===== src/rtl/rmu_pkg.sv =====
package rmu_pkg;

    localparam int NCMP = 2;
    localparam int SELW = (NCMP > 1) ? $clog2(NCMP) : 1;

    typedef enum logic [1:0] {
        MAP_SPLIT   = 2'b00,
        MAP_INSIDE  = 2'b01,
        MAP_OUTSIDE = 2'b10,
        MAP_RSVD    = 2'b11
    } map_mode_e;

    typedef struct packed {
        logic eq;
        logic ge;
        logic le;
    } cmp_flags_t;

    typedef struct packed {
        logic m1;
        logic m0;
    } match_pair_t;

    function automatic match_pair_t route_hits(
        input map_mode_e  mode,
        input cmp_flags_t fa,
        input cmp_flags_t fb
    );
        match_pair_t r;
        logic        in_win;
        in_win = fa.ge && fb.le;
        r = '0;
        unique case (mode)
            MAP_INSIDE:  r.m0 = in_win;
            MAP_OUTSIDE: r.m0 = !in_win;
            default: begin
                r.m0 = fa.eq;
                r.m1 = fb.eq;
            end
        endcase
        return r;
    endfunction

endpackage


===== src/rtl/rmu_cfg_regs.sv =====
module rmu_cfg_regs
    import rmu_pkg::*;
#(
    parameter int AW = 16
) (
    input  logic            clk,
    input  logic            rst,
    input  logic            armed,
    input  logic            map_wr_en,
    input  map_mode_e       map_wr,
    input  logic            cmp_wr_en,
    input  logic [SELW-1:0] cmp_wr_sel,
    input  logic [AW-1:0]   cmp_wr_data,
    output map_mode_e       map_q,
    output logic [AW-1:0]   cmp_val [NCMP]
);

    logic unlocked;
    assign unlocked = !armed;

    always_ff @(posedge clk) begin
        if (rst) begin
            map_q <= MAP_SPLIT;
        end else if (unlocked && map_wr_en) begin
            map_q <= map_wr;
        end
    end

    for (genvar i = 0; i < NCMP; i++) begin : g_val
        localparam logic [SELW-1:0] IDX = SELW'(i);
        always_ff @(posedge clk) begin
            if (rst) begin
                cmp_val[i] <= '0;
            end else if (unlocked && cmp_wr_en && (cmp_wr_sel == IDX)) begin
                cmp_val[i] <= cmp_wr_data;
            end
        end
    end

endmodule


===== src/rtl/rmu_point_cmp.sv =====
module rmu_point_cmp
    import rmu_pkg::*;
#(
    parameter int AW = 16
) (
    input  logic [AW-1:0] addr,
    input  logic [AW-1:0] ref_val,
    output cmp_flags_t    flags
);

    always_comb begin
        flags.eq = (addr == ref_val);
        flags.ge = (addr >= ref_val);
        flags.le = (addr <= ref_val);
    end

endmodule


===== src/rtl/rmu_match_out.sv =====
module rmu_match_out
    import rmu_pkg::*;
(
    input  logic       clk,
    input  logic       rst,
    input  logic       fire,
    input  map_mode_e  mode,
    input  cmp_flags_t fa,
    input  cmp_flags_t fb,
    output logic       match0,
    output logic       match1
);

    match_pair_t nxt;
    match_pair_t q;

    always_comb begin
        nxt = route_hits(mode, fa, fb);
        if (!fire) begin
            nxt = '0;
        end
    end

    always_ff @(posedge clk) begin
        if (rst) begin
            q <= '0;
        end else begin
            q <= nxt;
        end
    end

    assign match0 = q.m0;
    assign match1 = q.m1;

endmodule


===== src/rtl/range_match_unit.sv =====
module range_match_unit
    import rmu_pkg::*;
#(
    parameter int AW = 16
) (
    input  logic          clk,
    input  logic          rst,
    input  logic [AW-1:0] bus_addr,
    input  logic          bus_valid,
    input  logic          armed,
    input  logic          map_wr_en,
    input  logic [1:0]    map_wr_data,
    input  logic          cmp_wr_en,
    input  logic          cmp_wr_sel,
    input  logic [AW-1:0] cmp_wr_data,
    output logic [1:0]    map_q,
    output logic [AW-1:0] cmp_a_q,
    output logic [AW-1:0] cmp_b_q,
    output logic          match0,
    output logic          match1
);

    map_mode_e     mode;
    logic [AW-1:0] vals  [NCMP];
    cmp_flags_t    flags [NCMP];

    rmu_cfg_regs #(.AW(AW)) u_cfg (
        .clk        (clk),
        .rst        (rst),
        .armed      (armed),
        .map_wr_en  (map_wr_en),
        .map_wr     (map_mode_e'(map_wr_data)),
        .cmp_wr_en  (cmp_wr_en),
        .cmp_wr_sel (SELW'(cmp_wr_sel)),
        .cmp_wr_data(cmp_wr_data),
        .map_q      (mode),
        .cmp_val    (vals)
    );

    for (genvar i = 0; i < NCMP; i++) begin : g_cmp
        rmu_point_cmp #(.AW(AW)) u_pc (
            .addr   (bus_addr),
            .ref_val(vals[i]),
            .flags  (flags[i])
        );
    end

    rmu_match_out u_out (
        .clk   (clk),
        .rst   (rst),
        .fire  (bus_valid && armed),
        .mode  (mode),
        .fa    (flags[0]),
        .fb    (flags[1]),
        .match0(match0),
        .match1(match1)
    );

    assign map_q   = mode;
    assign cmp_a_q = vals[0];
    assign cmp_b_q = vals[1];

endmodule


===== config.mk =====
export PLATFORM = sky130hd
export DESIGN_NAME = range_match_unit
export DESIGN_NICKNAME = d
export VERILOG_FILES = /design/src/rtl/rmu_pkg.sv /design/src/rtl/rmu_cfg_regs.sv /design/src/rtl/rmu_point_cmp.sv /design/src/rtl/rmu_match_out.sv /design/src/rtl/range_match_unit.sv
export SDC_FILE = /design/constraint.sdc
export NUM_CORES = 1
export LEC_CHECK = 0
export ABC_AREA = 1
export BUFFER_PORTS_ARGS = -buffer_cell sky130_fd_sc_hd__buf_2
export CELL_PAD_IN_SITES_DETAIL_PLACEMENT = 1
export CELL_PAD_IN_SITES_GLOBAL_PLACEMENT = 2
export CORE_UTILIZATION = 30
export CTS_BUF_LIST = sky130_fd_sc_hd__clkbuf_8
export CTS_CLUSTER_DIAMETER = 200
export DETAILED_ROUTE_END_ITERATION = 8
export PLACE_DENSITY = 0.95
export SYNTH_ARGS = -nofsm -noshare
export SYNTH_HDL_FRONTEND = slang
export SYNTH_SLANG_ARGS = --single-unit

===== constraint.sdc =====
create_clock -name clk -period 2.05 [get_ports clk]
set_input_delay 0.3075 -clock clk [delete_from_list [all_inputs] [get_ports clk]]
set_output_delay 0.3075 -clock clk [all_outputs]
set_load 0.005 [all_outputs]

==> flow_metrics.tcl, run 1 <==
set metrics [dict create \
    area_delta_synth_final_pct 27.3 \
    finish.utilization_pct 39.5 \
    drive_above_1_share_pct 28.2 \
    worstMarginPinSlew_ns 0.494 \
    die_width_um 85.6 \
    row_count 30 \
    ys_seq_elements 36 \
    path_max_fanout 2 \
    coreArea_um2 6760 \
    ant_nets 0 \
    synth_area_per_cell_um2 7.59 \
    synth_top_family_by_area "compound AO/OA/AOI/OAI gates" \
    synth_compound_area_share_pct 20.7 \
    finalSetupTns_ns 0 \
    setup_violations 0 \
    power_density_nw_per_um2 654 \
    fin_crit_ns 1.62 \
    nNetsFinal 428 \
    vdd_ir_drop_max_v 0.000217 \
    synth_warnings 0 \
    cts_buffers 5 \
    synth_seq_area_share_pct 34.4 \
    r2r_cells 12 \
    grt-ovfl-total 0 \
    cts_root_buf "clkbuf_8" \
    synthSimpleGateAreaFrac_pct 14.1 \
    grt_usage_pct 16.1 \
    slew_headroom_pct 67.0 \
    die_h_um 85.6 \
    clock_latency_ns 0.29 \
    yosysTopAreaCell "dfxtp_1" \
    end_kind "flop" \
    muxShareOfSynthArea_pct 0 \
    ys_types 20 \
    reg2reg_to "u_out.match0" \
    hold_end "u_cfg.map_q[1]" \
    synth_flop_cell "dfxtp_1" \
    cts_hold_buf 0 \
    synthArstFlopShare_pct 0 \
    skew_ns 0.00548 \
    clockBufferDepth 2 \
    synthCells 276 \
    drtIter0Drc 17 \
    vias_per_cell 4.71 \
    period_share_pct 79.0 \
    antenna_found_initial 0 \
    fp.dieArea_um2 7320 \
    startpoint_type "flop" \
    port_buffers 76 \
    cts_sinks 36 \
    grt_max_degree 33 \
    syn-num-nets 351 \
    hold_viol 0 \
    rsz0062_at_grt "no" \
    hold_depth 3 \
    drv_slew 0 \
    clk_transition_reported_paths_ns 0.08 \
    wirelength_mm 5.63 \
    grt_pass1_vias 2120 \
    drv_cap 0 \
    critical_path_arrival_ns 1.82 \
    dp_hpwl_mm 4.48 \
    worstHoldStart "map_wr_data[1]" \
    r2r-start "u_cfg.cmp_val[13]" \
    critPathKind "reg -> reg" \
    pre_cts_slack_ns 0.349 \
    cts_tree "yes" \
    synth-xor-area-share_pct 0 \
    synth_adder_area_share_pct 20.3 \
    synth_edf_count 0 \
    worstPathRequired_ns 2.25 \
    postCtsSetupBuffers 0 \
    num_antenna_cells 0 \
    fmax_ghz 0.617 \
    ff2ff_setup_slack_ns 0.43 \
    hp-class "in -> reg" \
    outcome "completed" \
    drt_pass1_iterations 4 \
    globalplace.congestion 0.718 \
    drc_errors 0 \
    p_leak_nw 1.31 \
    io_pins 77 \
    synth_area_um2 2090 \
    cts-htree-levels 2 \
    start_util_pct 31.0 \
    vias 2042 \
    cts-resized-gates 0 \
    yosysMostFrequentCell "a21oi_1" \
    synth_area_leaders "dfxtp_1 34%, ha_1 20%, a21oi_1 11%, o21ai_0 8.1%, inv_1 7.7%" \
    setup_slack_ns 0.430 \
    grt_pass1_wl_mm 9.40 \
    yosysTopAreaCellShare_pct 34.4 \
    wl_per_cell_um 13.0 \
    synthTopCellsByCount "46 x a21oi_1, 43 x inv_1, 37 x nand2_1, 36 x dfxtp_1" \
]
==> per-layer routing <==
layer  vias to the layer above  routed length [um]  global-route usage (%)
li1                       1059                   -                       -
met1                       934                2540                    19.8
met2                        42                2810                    28.7
met3                         7                 216                    3.08
met4                         0                  58                    4.09
met5                         -                   0                       0
==> layout by cell type, fill, tap and decap left out, drive strengths merged <==
master / n
nand4: 1
ha: 34
clkinv: 1
bufinv: 1
clkbuf: 5
nor2: 9
nand2: 40
o21ai: 36
nor3: 4
nand3b: 1
dfxtp: 36
inv: 49
a21o: 2
a21oi: 47
nand3: 9
buf: 79
==> critical path, cell delays in order, from the launching register on <==
cell and delay [ns]:
dfxtp_1 0.35, inv_1 0.06, ha_1 0.28, a21oi_1 0.16, o21ai_0 0.10, a21oi_1 0.15
nand2_1 0.08, nand2_2 0.06, nand2_1 0.06, nand2_1 0.06, nand3_1 0.06, nand2_1 0.06
inv_1 0.03
==> cell type report <==
class	instances	area, um^2
fill	887	4090
multi-input combinational	183	1150
sequential	36	721
timing repair buffer	79	403
inverter	48	180
tap	80	100
clock buffer	5	68.8
clock inverter	3	38.8
==> registers in the layout (all words and copies together), names as in the netlist <==
| signal | cells |
|---|---|
| u_out.match0 | 1 |
| u_cfg.map_q | 2 |
| u_cfg.cmp_val | 32 |
| u_out.match1 | 1 |
==> kinds of logic (layout without fill, tap and decap cells) <==
| group | after synthesis | count (layout) |
|---|---|---|
| buffers and inverters | 57 | 135 |
| AOI/OAI and AO/OA | 85 | 85 |
| adders and majority gates | 34 | 34 |
| and+or+nand+nor | 64 | 64 |
| DFF | 36 | 36 |
==> worst max path at each step <==
stage                            startpoint      endpoint  slack, ns  depth (start not counted)
after floorplan            u_cfg.cmp_val[7]  u_out.match0       0.62                         13
after global placement         bus_addr[11]  u_out.match0       0.38                         11
after detailed placement       bus_addr[11]  u_out.match0       0.35                         11
after CTS                 u_cfg.cmp_val[13]  u_out.match0       0.40                         12
after global routing      u_cfg.cmp_val[11]  u_out.match0       0.27                         11
final                     u_cfg.cmp_val[13]  u_out.match0       0.43                         12
==> per-stage QoR <==
step | hold slack [ns] | power (mW) | cell area, um^2 | instances
after CTS | 0.285 | 1.78 | 2670 | 434
after global routing | 0.306 | 1.86 | 2670 | 434
final | 0.290 | 1.74 | 2670 | 434
after detailed placement | 0.467 | 1.13 | 2560 | 426
after floorplan | 0.456 | 0.983 | 2090 | 276
after global placement | 0.465 | 1.11 | 2560 | 426
==> report_power, final <==
part / internal, mW / total [mW] / switching, mW
clock network: 0.357 / 0.639 / 0.282
logic: 0.153 / 0.353 / 0.200
registers: 0.735 / 0.753 / 0.0178
No activity file was read; power rests on OpenSTA's default activity.
==> inputs of run 2 (changes only) <==
- CORE_UTILIZATION: 30 -> 25
- PLACE_DENSITY: 0.95 -> 0.89
- clock period: 2.05 -> 1.3 ns (I/O delays scaled with it)
==> run 2 against run 1 <==
Against the previous run: the flow now finishes with violations (negative setup slack); clock power increased by 35%; critical path type unchanged; total power increased by 56%; routed wire length increased by 6.4%; largest cell class unchanged; largest power group unchanged.
==> flow_metrics.tcl, run 2 (synthesis gave the netlist of run 1 again) <==
set metrics [dict create \
    ant_nets 0 \
    r2r-start "u_cfg.cmp_val[11]" \
    regMostFlops "u_cfg.cmp_val" \
    port_buffers 76 \
    setup_violations 2 \
    grt_pass1_wl_mm 9.97 \
    layout_common_cells "76 x buf_2, 45 x a21oi_1, 36 x inv_1, 36 x nand2_1, 36 x buf_4" \
    vias 2168 \
    fin_crit_ns 1.61 \
    num_antenna_cells 0 \
    violations "negative setup slack" \
    p_leak_nw 1.47 \
    worstMarginPinSlew_ns 0.318 \
    cts_tree "yes" \
    slew_headroom_pct 78.8 \
    antenna_found_initial 0 \
    nNetsFinal 461 \
    rsz0062_at_grt "yes" \
    start_util_pct 25.6 \
    coreArea_um2 8180 \
    wl_per_cell_um 12.2 \
    die_h_um 93.5 \
    reg_top3 "u_cfg.cmp_val x32, u_cfg.map_q x2" \
    power_density_nw_per_um2 899 \
    grt-ovfl-total 0 \
    drtIter0Drc 19 \
    hold_end "u_cfg.cmp_val[12]" \
    period_share_pct 124 \
    vdd_ir_drop_max_v 0.000333 \
    p_total_mw 2.72 \
    path_cells "inv_2 > ha_4 > nand4_1 > nor3_2 > nand3_1 > nand2_2 > nand2_1 > nand2_1 > nand3_1 > nand2_1 > inv_1" \
    multiInputGateArea_um2 1240 \
    max_stage_delay_ns 0.34 \
    globalplace.congestion 0.730 \
    drv_cap 0 \
    path_max_fanout 3 \
    cts_sinks 36 \
    hold_viol 0 \
    clock_latency_ns 0.29 \
    row_count 33 \
    grt_pass1_vias 2240 \
    drt_pass1_iterations 4 \
    worstHoldStart "cmp_wr_data[12]" \
    cts_buffers 5 \
    skew_ns 0.00738 \
    fillers 1044 \
    fp.dieArea_um2 8750 \
    grt_max_degree 33 \
    critPathKind "reg -> reg" \
    pre_cts_slack_ns -0.370 \
    regArea_um2 733 \
    clockBufferDepth 2 \
    cts_hold_buf 0 \
    worstPathRequired_ns 1.49 \
    largest_register_ffs 32 \
    area_delta_synth_final_pct 44.4 \
    cts_root_buf "clkbuf_8" \
    vias_per_cell 4.41 \
    fmax_ghz 0.620 \
    startpoint_type "flop" \
    cts-htree-levels 2 \
    worst_path_most_repeated_cell "nand2_1" \
    final_common_cell "buf_2" \
    drc_errors 0 \
    io_pins 77 \
    reg2reg_to "u_out.match0" \
    startpoint "u_cfg.cmp_val[11]" \
    end_kind "flop" \
    die_width_um 93.5 \
    grt_usage_pct 14.6 \
    critical_path_arrival_ns 1.81 \
    ff2ff_setup_slack_ns -0.31 \
    crit_path_top_delay_cell "dfxtp_2" \
    r2r_cells 11 \
    drive_above_1_share_pct 41.1 \
    final_cells 492 \
    dp_hpwl_mm 4.90 \
    setup_slack_ns -0.312 \
    clk_transition_reported_paths_ns 0.08 \
    drv_slew 0 \
    hold_depth 3 \
    wirelength_mm 5.99 \
    dpl.cell_count 483 \
    outcome "complete, but fails checks" \
    hp-class "in -> reg" \
]
[run 2: changes by cell type in the layout (fill, tap and decap cells not counted), moves of 6 or more]
cell     previous run  this run
buf_4               3        36
dfxtp_1            36        26
dfxtp_2             0        10
ha_1               34        28
ha_4                0         6
inv_1              44        36
inv_2               5        12
[run 2: worst max path at each step]
stage	slack, ns	cells after the start	end
floorplan	-0.12	11	u_out.match0
global placement	-0.32	11	u_out.match0
detailed placement	-0.37	11	u_out.match0
CTS	-0.32	11	u_out.match0
global route	-0.45	11	u_out.match0
finish	-0.31	11	u_out.match0
[run 2: repair_timing]
action | in CTS | in global routing
pin swaps | 3 | 1
endpoints found under the setup margin | 2 | 2
hold endpoints to repair | 0 | 0
buffers inserted | 1 | 0
gates resized for setup | 5 | 1
[run 2: where the power goes]
part	switching, mW	internal (mW)
sequential	0.0301	1.16
clock	0.436	0.424
combinational	0.347	0.319
[run 2: critical path: cells and delay by family (launching register included)]
family                   cells  cell delay [ns]
buffers and inverters        2             0.09
adder cells (fa/ha/maj)      1             0.26
AND/OR/NAND/NOR              8             0.82
flip-flops                   1             0.34
[run 2: layer usage]
layer	global-route usage (%)	vias up	routed length [um]
li1	-	1129	-
met1	18.0	989	2810
met2	25.9	44	2880
met3	2.28	6	216
met4	5.00	0	77
met5	0	-	0
[run 2: final cells by class]
cell class                 instances  area share (%)
clock inverter                     2           0.331
timing repair buffer             112            21.5
clock buffer                       6            2.73
inverter                          48            5.96
sequential                        36            24.2
multi-input combinational        183            40.9
tap                              105            4.34
[run 2: stage by stage]
stage	area (um^2)	utilization (%)	hold WS [ns]	TNS, ns
2_1_floorplan	2170	-	0.369	-0.123
3_3_place_gp	2900	35.5	0.448	-0.548
3_5_place_dp	2900	35.5	0.454	-0.645
4_1_cts	3020	37.0	0.186	-0.550
5_1_grt	3020	37.0	0.191	-0.845
6_report	3020	37.0	0.191	-0.543
==> inputs of run 3 (changes only) <==
- CORE_ASPECT_RATIO: unset -> 2
- TNS_END_PERCENT: unset -> 1
==> run 3 against run 2 <==
Against the previous run: the flow still finishes with violations (negative setup slack); design area increased by 8.8%; non-clock buffer count increased by 4; utilization increased by 4.1 points; sequential share of layout area decreased by 1.6 points; sequential power about the same; final cell count decreased by 1.0%; total power increased by 3.6%; clock power decreased by 3.4%; clock skew decreased by 0.0040 ns; sequential cell count unchanged.
==> flow_metrics.tcl, run 3 (synthesis gave the netlist of run 1 again) <==
set metrics [dict create \
    final_common_cell "buf_2" \
    nNetsFinal 465 \
    cts_root_buf "clkbuf_8" \
    cts_hold_buf 0 \
    vdd_ir_drop_max_v 0.000600 \
    fmax_ghz 0.645 \
    max_stage_delay_ns 0.33 \
    cts_sinks 36 \
    row_count 46 \
    drv_slew 0 \
    fp.dieArea_um2 8770 \
    r2r-start "u_cfg.cmp_val[22]" \
    dp_hpwl_mm 5.60 \
    startpoint_type "flop" \
    globalplace.congestion 0.764 \
    ff2ff_setup_slack_ns -0.25 \
    pre_cts_slack_ns -0.317 \
    hold_depth 3 \
    drv_cap 0 \
    cts_tree "yes" \
    worstPathRequired_ns 1.50 \
    reg2reg_to "u_out.match0" \
    cts_buffers 5 \
    io_pins 77 \
    drtIter0Drc 43 \
    r2r_cells 12 \
    outcome "complete, but fails checks" \
    start_util_pct 26.2 \
    rsz0062_at_grt "yes" \
    grt_usage_pct 17.8 \
    ant_nets 0 \
    violations "negative setup slack" \
    path_max_fanout 3 \
    fin_crit_ns 1.55 \
    vias 2276 \
    die_width_um 66.7 \
    cts-htree-levels 2 \
    path_cells "inv_1 > ha_1 > nand2_2 > nor2_1 > nor2_1 > nand2_1 > nand2_1 > nand3_2 > nand3_1 > nand3_2 > nand2_1 > inv_1" \
    grtUsageMet3_pct 2.26 \
    clk_transition_reported_paths_ns 0.08 \
    grt_pass1_vias 2518 \
    clock_latency_ns 0.29 \
    hp-class "in -> reg" \
    wl_per_cell_um 14.5 \
    skew_ns 0.00336 \
    grt-ovfl-total 0 \
    clockBufferDepth 2 \
    vias_per_cell 4.67 \
    slew_headroom_pct 78.2 \
    setup_slack_ns -0.250 \
    period_share_pct 119 \
    worstMarginPinSlew_ns 0.327 \
    hold_end "u_cfg.cmp_val[21]" \
    critical_path_arrival_ns 1.75 \
    p_total_mw 2.82 \
    end_kind "flop" \
    setup_violations 2 \
    die_h_um 131 \
    met2_usage_pct 37.7 \
    top_usage_layer "met2" \
    wirelength_mm 7.07 \
    port_buffers 76 \
    drive_above_1_share_pct 52.2 \
    gr-usage-met1_pct 15.0 \
    worstHoldStart "cmp_wr_data[5]" \
    area_delta_synth_final_pct 57.1 \
    layout_common_cells "76 x buf_2, 42 x a21oi_1, 39 x buf_4" \
    coreArea_um2 8000 \
    worst_path_most_repeated_cell "nand2_1" \
    grt_max_degree 35 \
    reg_top3 "u_cfg.cmp_val x32, u_cfg.map_q x2" \
    antenna_found_initial 0 \
    hold_viol 0 \
    power_density_nw_per_um2 856 \
    largest_register_ffs 32 \
    grt_pass1_wl_mm 11.7 \
    crit_path_top_delay_cell "dfxtp_2" \
    critPathKind "reg -> reg" \
    num_antenna_cells 0 \
    p_leak_nw 1.54 \
    regMostFlops "u_cfg.cmp_val" \
    drt_pass1_iterations 3 \
    drc_errors 0 \
]
run 3: per-stage QoR:
step	cells	hold WS, ns	setup TNS [ns]	cell area, um^2	utilization [%]
2_1_floorplan	276	0.369	-0.123	2170	-
3_3_place_gp	477	0.442	-0.419	2930	36.6
3_5_place_dp	477	0.459	-0.464	2930	36.6
4_1_cts	487	0.181	-0.329	3270	40.9
5_1_grt	487	0.189	-0.614	3290	41.1
6_report	487	0.197	-0.327	3290	41.1
run 3: cell type report:
cell class                      count  area (um^2)
Clock buffer                        6         82.6
Multi-Input combinational cell    183         1460
Clock inverter                      2         7.51
Fill cell                        1018         4710
Sequential cell                    36          746
Timing Repair Buffer              116          693
Inverter                           48          180
Tap cell                           96          120
run 3: what timing repair did:
item,4_1_cts,5_1_grt
setup endpoints to repair,2,2
gates resized for setup,46,5
pin swaps,16,1
hold endpoints to repair,0,0
buffers inserted,2,0
run 3: critical path: cells and delay by family, from the launching register on:
family,cells,cell delay [ns]
flip-flops,1,0.33
adder cells (fa/ha/maj),1,0.28
buffers and inverters,2,0.09
AND/OR/NAND/NOR,9,0.75
run 3: how the worst max path moves through the flow:
| stage | start | to | slack, ns | depth (start not counted) |
|---|---|---|---|---|
| floorplan | u_cfg.cmp_val[11] | u_out.match0 | -0.12 | 11 |
| finish | u_cfg.cmp_val[22] | u_out.match0 | -0.25 | 12 |
| global placement | u_cfg.cmp_val[15] | u_out.match0 | -0.29 | 12 |
| detailed placement | u_cfg.cmp_val[31] | u_out.match0 | -0.32 | 10 |
| CTS | u_cfg.cmp_val[27] | u_out.match0 | -0.24 | 13 |
| global route | u_cfg.cmp_val[27] | u_out.match0 | -0.42 | 13 |
run 3: report_power, final:
| part | internal (mW) | leakage, nW | switching, mW |
|---|---|---|---|
| clock network | 0.417 | 0.0538 | 0.414 |
| registers | 1.17 | 0.303 | 0.0336 |
| logic | 0.383 | 1.18 | 0.403 |
| total | 1.97 | 1.54 | 0.850 |
run 3: per-layer routing:
metal | part of all wire (%) | vias up
met4 | 2.0 | 0
met1 | 32 | 1095
li1 | - | 1137
met5 | 0 | -
met3 | 2.3 | 8
met2 | 63 | 36
